File: src/rtl/srs_pkg.sv
`timescale 1ns/1ps
package srs_pkg;
   localparam int OP_W  = 4;
   localparam int DEV_W = 6;
   localparam logic [OP_W-1:0] OP_WRITE = 4'h1;
   localparam logic [OP_W-1:0] OP_READ  = 4'h2;
   typedef enum logic {ST_IDLE, ST_BUSY} eng_st_e;
endpackage

File: src/rtl/srs_sync.sv
`timescale 1ns/1ps
module srs_sync #(
   parameter int W      = 1,
   parameter int STAGES = 2
) (
   input  logic         clk,
   input  logic         rst_n,
   input  logic [W-1:0] d,
   input  logic [W-1:0] rst_val,
   output logic [W-1:0] q
);
   generate
      if (STAGES == 0) begin : g_bypass
         assign q = d;
      end else begin : g_chain
         logic [W-1:0] stg [STAGES];
         for (genvar i = 0; i < STAGES; i++) begin : g_stage
            always_ff @(posedge clk or negedge rst_n) begin
               if (!rst_n) stg[i] <= rst_val;
               else if (i == 0) stg[i] <= d;
               else stg[i] <= stg[(i == 0) ? 0 : i-1];
            end
         end
         assign q = stg[STAGES-1];
      end
   endgenerate
endmodule

File: src/rtl/srs_frame.sv
`timescale 1ns/1ps
module srs_frame #(
   parameter int                PAT_W = 8,
   parameter logic [PAT_W-1:0]  PAT   = 8'hF0
) (
   input  logic clk,
   input  logic rst_n,
   input  logic smp,
   input  logic cmd_s,
   input  logic arm,
   input  logic clr,
   output logic hit
);
   logic [PAT_W-2:0] hist;
   logic [PAT_W-1:0] nxt;

   generate
      if (PAT_W < 2) begin : g_bad_w
         $error("srs_frame: pattern must be at least two samples");
      end
   endgenerate

   assign nxt = {hist, cmd_s};
   assign hit = arm && smp && (nxt == PAT);

   always_ff @(posedge clk or negedge rst_n) begin
      if (!rst_n)          hist <= '0;
      else if (clr || hit) hist <= '0;
      else if (smp)        hist <= nxt[PAT_W-2:0];
   end
endmodule

File: src/rtl/srs_regs.sv
`timescale 1ns/1ps
module srs_regs #(
   parameter int NUM_REGS = 8,
   parameter int ADDR_W   = 12,
   parameter int DATA_W   = 16
) (
   input  logic              clk,
   input  logic              rst_n,
   input  logic              wr_en,
   input  logic [ADDR_W-1:0] addr,
   input  logic [DATA_W-1:0] wr_data,
   output logic [DATA_W-1:0] rdata
);
   localparam int IW = (NUM_REGS > 1) ? $clog2(NUM_REGS) : 1;

   generate
      if (NUM_REGS < 2 || IW > ADDR_W) begin : g_bad_n
         $error("srs_regs: register count out of range for address width");
      end
   endgenerate

   logic [DATA_W-1:0] bank [NUM_REGS];
   logic              in_range;

   assign in_range = ({{(32-ADDR_W){1'b0}}, addr} < NUM_REGS);

   generate
      for (genvar i = 0; i < NUM_REGS; i++) begin : g_reg
         always_ff @(posedge clk or negedge rst_n) begin
            if (!rst_n) bank[i] <= '0;
            else if (wr_en && in_range && addr[IW-1:0] == IW'(i)) bank[i] <= wr_data;
         end
      end
   endgenerate

   assign rdata = in_range ? bank[addr[IW-1:0]] : '0;

   AST_WR_PULSE: assert property (@(posedge clk) disable iff (!rst_n)
      wr_en |=> !wr_en);
endmodule

File: src/rtl/srs_engine.sv
`timescale 1ns/1ps
module srs_engine import srs_pkg::*; #(
   parameter int PKT_W         = 16,
   parameter int ADDR_W        = 12,
   parameter int DEV_ID        = 0,
   parameter int BCAST_RESP_ID = 0
) (
   input  logic              clk,
   input  logic              rst_n,
   input  logic              fall,
   input  logic              frame_hit,
   input  logic              bit_in,
   input  logic [PKT_W-1:0]  rdata,
   output logic              busy,
   output logic              done,
   output logic              wr_en,
   output logic [ADDR_W-1:0] addr,
   output logic [PKT_W-1:0]  wr_data,
   output logic              win_own,
   output logic              win_fwd,
   output logic              resp_bit
);
   localparam int TXN_SLOTS  = 4 * PKT_W;
   localparam int RESP_START = 3 * PKT_W;
   localparam int RESP_END   = RESP_START + PKT_W + 1;
   localparam int CNT_W      = $clog2(RESP_END + 2);
   localparam logic [CNT_W-1:0] K_REQ  = CNT_W'(PKT_W - 1);
   localparam logic [CNT_W-1:0] K_ADR  = CNT_W'(2 * PKT_W - 1);
   localparam logic [CNT_W-1:0] K_DAT  = CNT_W'(3 * PKT_W - 1);
   localparam logic [CNT_W-1:0] K_WEND = CNT_W'(TXN_SLOTS - 1);
   localparam logic [CNT_W-1:0] K_RS   = CNT_W'(RESP_START);
   localparam logic [CNT_W-1:0] K_RE   = CNT_W'(RESP_END);

   generate
      if (PKT_W < OP_W + 1 + DEV_W) begin : g_bad_pkt
         $error("srs_engine: packet too narrow for request fields");
      end
      if (ADDR_W > PKT_W) begin : g_bad_addr
         $error("srs_engine: address wider than packet");
      end
      if (DEV_ID >= (1 << DEV_W) || BCAST_RESP_ID >= (1 << DEV_W)) begin : g_bad_id
         $error("srs_engine: device number out of range");
      end
   endgenerate

   eng_st_e          st;
   logic [CNT_W-1:0] cnt;
   logic [PKT_W-2:0] sh;
   logic [PKT_W-1:0] shin;
   logic [PKT_W-1:0] rd_q;
   logic [OP_W-1:0]  op_q;
   logic             bc_q;
   logic [DEV_W-1:0] dev_q;
   logic             is_rd, is_wr, sel_wr, responder, last_slot, win, mid;

   assign shin      = {sh, bit_in};
   assign is_rd     = (op_q == OP_READ);
   assign is_wr     = (op_q == OP_WRITE);
   assign sel_wr    = bc_q || (dev_q == DEV_W'(DEV_ID));
   assign responder = bc_q ? (DEV_ID == BCAST_RESP_ID) : (dev_q == DEV_W'(DEV_ID));
   assign last_slot = is_rd ? (cnt == K_RE) : (cnt == K_WEND);
   assign busy      = (st == ST_BUSY);
   assign win       = busy && is_rd && cnt >= K_RS && cnt <= K_RE;
   assign mid       = cnt > K_RS && cnt < K_RE;
   assign win_own   = win && responder;
   assign win_fwd   = win && !responder;
   assign resp_bit  = win_own && mid && rd_q[PKT_W-1];

   always_ff @(posedge clk or negedge rst_n) begin
      if (!rst_n) begin
         st      <= ST_IDLE;
         cnt     <= '0;
         sh      <= '0;
         rd_q    <= '0;
         op_q    <= '0;
         bc_q    <= 1'b0;
         dev_q   <= '0;
         addr    <= '0;
         wr_data <= '0;
         wr_en   <= 1'b0;
         done    <= 1'b0;
      end else begin
         wr_en <= 1'b0;
         done  <= 1'b0;
         if (st == ST_IDLE) begin
            if (frame_hit) begin
               st    <= ST_BUSY;
               cnt   <= '0;
               op_q  <= '0;
               bc_q  <= 1'b0;
               dev_q <= '0;
            end
         end else if (fall) begin
            sh  <= shin[PKT_W-2:0];
            cnt <= cnt + CNT_W'(1);
            if (cnt == K_REQ) begin
               op_q  <= shin[PKT_W-1 -: OP_W];
               bc_q  <= shin[PKT_W-1-OP_W];
               dev_q <= shin[DEV_W-1:0];
            end
            if (cnt == K_ADR) addr <= shin[ADDR_W-1:0];
            if (cnt == K_DAT) begin
               rd_q <= rdata;
               if (is_wr && sel_wr) begin
                  wr_en   <= 1'b1;
                  wr_data <= shin;
               end
            end
            if (mid) rd_q <= {rd_q[PKT_W-2:0], 1'b0};
            if (last_slot) begin
               st   <= ST_IDLE;
               done <= 1'b1;
            end
         end
      end
   end

   AST_NO_RESTART: assert property (@(posedge clk) disable iff (!rst_n)
      (busy && fall && !last_slot) |=> (busy && cnt == $past(cnt) + CNT_W'(1)));

   AST_WR_IN_TXN: assert property (@(posedge clk) disable iff (!rst_n)
      wr_en |-> busy);
endmodule

File: src/rtl/srs_chain_slave.sv
`timescale 1ns/1ps
module srs_chain_slave #(
   parameter int         PKT_W         = 16,
   parameter int         ADDR_W        = 12,
   parameter int         NUM_REGS      = 8,
   parameter int         DEV_ID        = 0,
   parameter int         BCAST_RESP_ID = 0,
   parameter int         SYNC_STAGES   = 2,
   parameter logic [7:0] FRAME_PAT     = 8'hF0
) (
   input  logic clk,
   input  logic rst_n,
   input  logic sck,
   input  logic cmd,
   input  logic sio_up_i,
   output logic sio_up_o,
   output logic sio_up_oe,
   input  logic sio_dn_i,
   output logic sio_dn_o,
   output logic sio_dn_oe
);
   logic              sck_s, cmd_s, up_s, sck_q, sck_fall, sck_rise;
   logic              frame_hit, busy, done, wr_en, win_own, win_fwd, resp_bit;
   logic [ADDR_W-1:0] addr;
   logic [PKT_W-1:0]  wr_data, rdata;

   srs_sync #(.W(3), .STAGES(SYNC_STAGES)) u_sync (
      .clk(clk), .rst_n(rst_n), .d({sck, cmd, sio_up_i}), .rst_val(3'b100),
      .q({sck_s, cmd_s, up_s}));

   always_ff @(posedge clk or negedge rst_n) begin
      if (!rst_n) sck_q <= 1'b1;
      else        sck_q <= sck_s;
   end
   assign sck_fall = sck_q && !sck_s;
   assign sck_rise = !sck_q && sck_s;

   srs_frame #(.PAT_W(8), .PAT(FRAME_PAT)) u_frame (
      .clk(clk), .rst_n(rst_n), .smp(sck_fall || sck_rise), .cmd_s(cmd_s),
      .arm(!busy), .clr(done), .hit(frame_hit));

   srs_engine #(.PKT_W(PKT_W), .ADDR_W(ADDR_W), .DEV_ID(DEV_ID),
                .BCAST_RESP_ID(BCAST_RESP_ID)) u_eng (
      .clk(clk), .rst_n(rst_n), .fall(sck_fall), .frame_hit(frame_hit),
      .bit_in(up_s), .rdata(rdata), .busy(busy), .done(done), .wr_en(wr_en),
      .addr(addr), .wr_data(wr_data), .win_own(win_own), .win_fwd(win_fwd),
      .resp_bit(resp_bit));

   srs_regs #(.NUM_REGS(NUM_REGS), .ADDR_W(ADDR_W), .DATA_W(PKT_W)) u_regs (
      .clk(clk), .rst_n(rst_n), .wr_en(wr_en), .addr(addr), .wr_data(wr_data),
      .rdata(rdata));

   assign sio_dn_o  = sio_up_i;
   assign sio_dn_oe = !(win_own || win_fwd);
   assign sio_up_oe = win_own || win_fwd;
   assign sio_up_o  = win_fwd ? sio_dn_i : resp_bit;

   AST_TURN_ON_FALL: assert property (@(posedge clk) disable iff (!rst_n)
      (sio_up_oe != $past(sio_up_oe)) |-> $past(sck_fall));

   AST_LEAD_ZERO: assert property (@(posedge clk) disable iff (!rst_n)
      ($rose(sio_up_oe) && !win_fwd) |-> !sio_up_o);

   AST_IDLE_REPEAT: assert property (@(posedge clk) disable iff (!rst_n)
      !busy |-> sio_dn_oe);
endmodule

File: config.mk
export PLATFORM = sky130hd
export DESIGN_NAME = srs_chain_slave
export DESIGN_NICKNAME = d
export VERILOG_FILES = /design/src/rtl/srs_pkg.sv /design/src/rtl/srs_sync.sv /design/src/rtl/srs_frame.sv /design/src/rtl/srs_regs.sv /design/src/rtl/srs_engine.sv /design/src/rtl/srs_chain_slave.sv
export SDC_FILE = /design/constraint.sdc
export NUM_CORES = 1
export LEC_CHECK = 0
export ABC_AREA = 0
export CAP_MARGIN = 20
export CORE_MARGIN = 4
export CORE_UTILIZATION = 45
export CTS_CLUSTER_DIAMETER = 200
export DETAILED_ROUTE_END_ITERATION = 16
export HOLD_SLACK_MARGIN = 0.06
export PLACE_DENSITY = 0.67
export SYNTH_ARGS = -nofsm -noshare
export SYNTH_HDL_FRONTEND = slang
export SYNTH_SLANG_ARGS = --single-unit
export TNS_END_PERCENT = 1
File: constraint.sdc
create_clock -name clk -period 3.5 [get_ports clk]
set_input_delay 0.7 -clock clk [delete_from_list [all_inputs] [get_ports clk]]
set_output_delay 0.7 -clock clk [all_outputs]
set_load 0.01 [all_outputs]
# Yosys cells after proc, flatten, opt, wreduce, memory -nomap -nowiden
# Cells that the tools add are included.
totals:
  regBits: 222
  word_cells: 127
  input_bits: 6
op_classes:
  n_bitwise: 1
  n_mux: 37
  n_addsub: 1
  eq_ne: 17
  reduce_logical: 42
  order_cmp: 6
ops:
  columns: ["operator", "n"]
  rows:
  - ["16-bit 2-to-1 mux", 5]
  - ["16-bit binary-select mux with 3-bit select", 1]
  - ["7-bit 2-to-1 mux", 5]
  - ["6-bit 2-to-1 mux", 4]
  - ["1-bit logical AND", 22]
  - ["1-bit 2-to-1 mux", 18]
  - ["4-bit 2-to-1 mux", 4]
  - ["7-bit by 6-bit equality test with 1-bit output (second input constant)", 2]
  - ["3-bit equality test (second input constant)", 4]
  - ["12-bit by 4-bit less-than comparator with 1-bit output (second input constant)", 1]
  - ["3-bit AND reduction", 3]
  - ["8-bit equality test (second input constant)", 1]
  - ["7-bit by 1-bit adder with 7-bit output (second input constant)", 1]
  - ["7-bit by 4-bit equality test with 1-bit output (second input constant)", 1]
  - ["7-bit by 5-bit equality test with 1-bit output (second input constant)", 1]
  - ["7-bit equality test (second input constant)", 1]
  - ["7-bit by 6-bit >= comparator with 1-bit output (second input constant)", 1]
  - ["7-bit by 6-bit > comparator with 1-bit output (second input constant)", 1]
  - ["7-bit <= comparator (second input constant)", 1]
  - ["7-bit less-than comparator (second input constant)", 1]
  - ["3-bit by 2-bit equality test with 1-bit output (second input constant)", 2]
  - ["6-bit logical NOT", 1]
  - ["2-bit nonzero test", 3]
  - ["1-bit logical NOT", 5]
  - ["other kinds (10)", 15]

# Depth between registers and ports, before layout
# Gate-level depths: netlist of run 1.
depth:
  word_depth: 8
  mapped_depth: 8
  mapped_depth_nobuf: 7

# Least setup slack after synthesis of run 1
# OpenSTA, ideal clock, no wires.
synth_path:
  path_kind: "register to output"
  startpoint: "register u_eng.cnt[0]"
  endpoint: "output sio_up_o"
  required_time_ns: 2.800
  arrival_time_ns: 1.773
  path_slack_ns: 1.027
  stages_incl_launch_ff: 6
  n_path_buf: 1
  path_cell_list: "dfrtp_1 -> or4_1 -> o22ai_4 -> buf_2 -> nand3b_1 -> a21oi_1"
synth_between:
  elab_chain_len: 7
synth_lines:
  columns: ["item", "line", "text"]
  rows:
  - ["from (decl)", "srs_engine.sv:47", "logic [CNT_W-1:0] cnt;"]
  - ["from (signal assigned)", "srs_engine.sv:95", "cnt <= cnt + CNT_W'(1);"]
  - ["7-bit by 6-bit >= comparator with 1-bit output", "srs_engine.sv:63", "assign win = busy && is_rd && cnt >= K_RS && cnt <= K_RE;"]
  - ["1-bit logical AND (2 in a row)", "srs_engine.sv:63", null]
  - ["1-bit logical AND", "srs_engine.sv:65", "assign win_own = win && responder;"]
  - ["1-bit logical AND (2 in a row)", "srs_engine.sv:67", "assign resp_bit = win_own && mid && rd_q[PKT_W-1];"]
  - ["1-bit 2-to-1 mux *", "srs_chain_slave.sv:56", "assign sio_up_o = win_fwd ? sio_dn_i : resp_bit;"]
  - ["to (decl)", "srs_chain_slave.sv:16", "output logic sio_up_o,"]
# Every way passes the cells marked *; elsewhere a longest branch is shown, timed or not.

# Final worst setup path of run 1
# Same ends and word-level chain as after synthesis.

==> run summary, run 1 <==
initial antenna violation count -> 0
CP Launch Point -> u_eng.cnt[0]
library cells used by synthesis -> 50
worst slew pin tran -> 0.883 ns
Tmin final -> 3.26 ns
Slew headroom -> 0.411
FF+latch area -> 5560 um^2
post-synthesis register bit count -> 222
# H-tree levels -> 1
drt drc -> 0
# fillers -> 1731
Gate power share -> 0.036
WP data required -> 2.80 ns
first drt pass iteration count -> 5
syn_nets -> 710
Clock Sinks -> 222
leak pwr -> 0.00527 uW
Max Clk Rate -> 307 MHz
Largest stage delay, worst path -> 0.62 ns
final hold slack -> 0.197 ns
clk_skew -> 0.0120 ns
initial core utilization -> 0.460
FF-to-FF End -> u_eng.dev_q[1]
GRT Util Overall -> 0.175
Vias -> 5677
Num CTS Buffers -> 24
worst slack, placed -> 0.556 ns
DR vias/cell -> 5.61
Setup crit end kind -> primary output
Final setup viols -> 0
Buffers on Ports -> 9
Area Overhead vs Synth -> 13.2%
Clock power frac -> 0.483
RSZ-0062 raised after global routing -> no
most frequent cells in the layout -> 217 x dfrtp_1, 145 x mux2_2, 99 x nand2_1
CORE AREA -> 21200 um^2
Iteration-0 DRC Markers -> 356
Slowest cell on crit path -> or4_1
worst setup path class -> reg2out
largest net degree at the start of global routing -> 91
crit share post-route -> 0.931
Syn Std Cell Area -> 9770 um^2
# rows -> 53
Clk Tree Root Cell -> clkbuf_16
Buf+Inv Stages, Crit Path -> 1
Crit Path Max Fanout -> 7
cts hold-fix bufs -> 0
NetSw -> 1180 uW
n_diodes -> 0
Final Cell Area -> 11100 um^2
most common cell after layout, fill and taps aside -> dfrtp_1
CP delay by family, top -> simple AND/OR/NAND/NOR gates
routed wire length per instance -> 20.3 um
Cells after Synth -> 700
Slew Limit Fails -> 0
Sw Share -> 0.211
syn avg cell area -> 14.0 um^2
CTS resizes -> 0
CTS tree -> yes
Hold Path Class -> in2async
total power -> 5570 uW
critical path arrival -> 2.56 ns
DIE HEIGHT -> 155 um
status -> finished, final reports clean
Die ar. -> 24100 um^2
clock transition at the registers of the reported paths -> 0.06 ns
antenna-violating nets left -> 0
CTS max path bufs -> 3
Internal Dissipation -> 4390 uW
Flop pwr share -> 0.481
area of the multi-input gates -> 3970 um^2
share of cells above drive strength 1 -> 0.358
wirelength, routed -> 20600 um
detailed placement HPWL -> 13100 um
DP Area -> 10200 um^2
GRT overflow -> 0
Pwr per Cell Area -> 503 nW/um^2
Critical R2R Launch -> u_sync.q[2]
Clock Latency Late Sink -> 0.51 ns
worst vdd ir -> 0.395 mV
first-pass GRT wire length -> 33800 um
die width -> 155 um
R2R depth -> 6
CP Cell Sequence -> or4_1 -> o22ai_4 -> nand3b_1 -> a21oi_1 -> clkdlybuf4s50_1
Setup crit start kind -> flip-flop
postcts setup bufs -> 0
sequential fraction of the synthesis area -> 0.569
Fin Setup TNS -> 0 ns
total of warnings raised by yosys -> 0
GPL Wtd Cong -> 0.804
Final Hold Fails -> 0
R2R setup slack -> 0.58 ns
vias in the first global route -> 6264
post-route setup slack -> 0.240 ns
max_cap viols -> 0
total I/O pin count -> 10
nets -> 731
==> worst reg2reg max path: stages, from the launching register on <==
cell     delay [ns]
dfstp_2        0.52
inv_1          0.04
ha_1           0.44
or4_4          0.58
nor4_4         0.45
o22ai_1        0.42
a22o_1         0.35
==> stage by stage <==
stage          std cells  utilization
6_report            1012        0.521
5_1_grt             1012        0.521
4_1_cts             1012        0.521
3_5_place_dp         970        0.481
3_3_place_gp         970        0.481
2_1_floorplan        700            -
==> state kept, by name (all words and copies together), names as in the netlist <==
register            count
u_eng.wr_en             1
u_eng.dev_q             6
u_sync.q                3
u_sync.g_chain.stg      3
u_regs.bank           128
u_eng.busy              1
u_frame.hist            7
u_eng.bc_q              1
u_eng.op_q              4
u_eng.rd_q             16
u_eng.done              1
u_eng.sh               15
sck_q                   1
u_eng.wr_data          16
u_eng.addr             12
u_eng.cnt               7
==> Yosys cell counts, drive strengths merged <==
| cell | count | area [um^2] |
|---|---|---|
| nand2 | 99 | 372 |
| or4 | 2 | 18.8 |
| nand3b | 3 | 22.5 |
| dfrtp | 219 | 5480 |
| or3 | 1 | 6.26 |
| mux2 | 158 | 1780 |
| nor3 | 13 | 126 |
| nand3 | 5 | 42.5 |
| inv | 7 | 26.3 |
| o31ai | 3 | 22.5 |
| nor4 | 6 | 97.6 |
| nor2 | 28 | 110 |
| and3 | 1 | 6.26 |
| and2 | 1 | 6.26 |
| nand2b | 2 | 12.5 |
| dfstp | 3 | 78.8 |
| o21a | 2 | 15.0 |
| nor3b | 2 | 15.0 |
| a21oi | 19 | 95.1 |
| mux4 | 32 | 721 |
| clkbuf | 9 | 33.8 |
| a21o | 1 | 7.51 |
| ha | 4 | 50.1 |
| o211ai | 1 | 7.51 |
| a22o | 12 | 105 |
| buf | 29 | 185 |
| mux2i | 7 | 70.1 |
| nand4 | 4 | 31.3 |
| a22oi | 15 | 113 |
| xor2 | 3 | 26.3 |
| o2bb2ai | 1 | 8.76 |
| or3b | 1 | 8.76 |
| nor4b | 2 | 23.8 |
| or4b | 1 | 10.0 |
| o22ai | 2 | 26.3 |
| o21ai | 2 | 10.0 |
==> layout make-up <==
class | count | area share
repair buffers | 33 | 0.0283
inverters | 7 | 0.00238
clock buffers | 35 | 0.0645
flip-flops and latches | 222 | 0.503
clock inverters | 7 | 0.0122
multi-input cells | 433 | 0.359
well taps | 275 | 0.0311
==> per-layer routing <==
| metal | vias up | global-route usage | routed length (um) | part of all wire |
|---|---|---|---|---|
| met3 | 33 | 0.0267 | 830 | 0.040 |
| met4 | 0 | 0.0450 | 433 | 0.021 |
| met5 | - | 0 | 0 | 0 |
| met1 | 2982 | 0.238 | 9100 | 0.44 |
| li1 | 2557 | - | - | - |
| met2 | 105 | 0.296 | 10200 | 0.50 |
==> worst max path at each step <==
stage                     end  slack, ns  cells past startpoint
2_1_floorplan        sio_up_o       1.03                      5
3_3_place_gp   u_eng.dev_q[5]       0.73                      7
3_5_place_dp   u_eng.dev_q[1]       0.56                      6
5_1_grt              sio_up_o       0.15                      5
4_1_cts              sio_up_o       0.21                      5
6_report             sio_up_o       0.24                      5
==> cell families after synthesis <==
logic type | Yosys count | synth area share
flip-flops | 222 | 0.569
multiplexers | 197 | 0.263
AND/OR/NAND/NOR | 171 | 0.0931
AO/OA/AOI/OAI | 58 | 0.0420
buffers and inverters | 45 | 0.0251
adder cells (fa/ha/maj) | 4 | 0.00512
XOR/XNOR | 3 | 0.00269
==> power groups by stage <==
stage               sequential [uW]  clock (uW)  combinational (uW)
floorplan                      2700           0                 113
global placement               2720           0                 189
detailed placement             2720           0                 205
CTS                            2670        2740                 205
global route                   2680        2840                 226
finish                         2680        2690                 200
No activity file was read; power rests on OpenSTA's default activity.
==> run 2, diff against run 1 <==
Settings changed: ABC_CLOCK_PERIOD_IN_PS set to 3500.
==> results of run 2 <==
The final DEF is identical to that of run 1; final timing and power are the same.
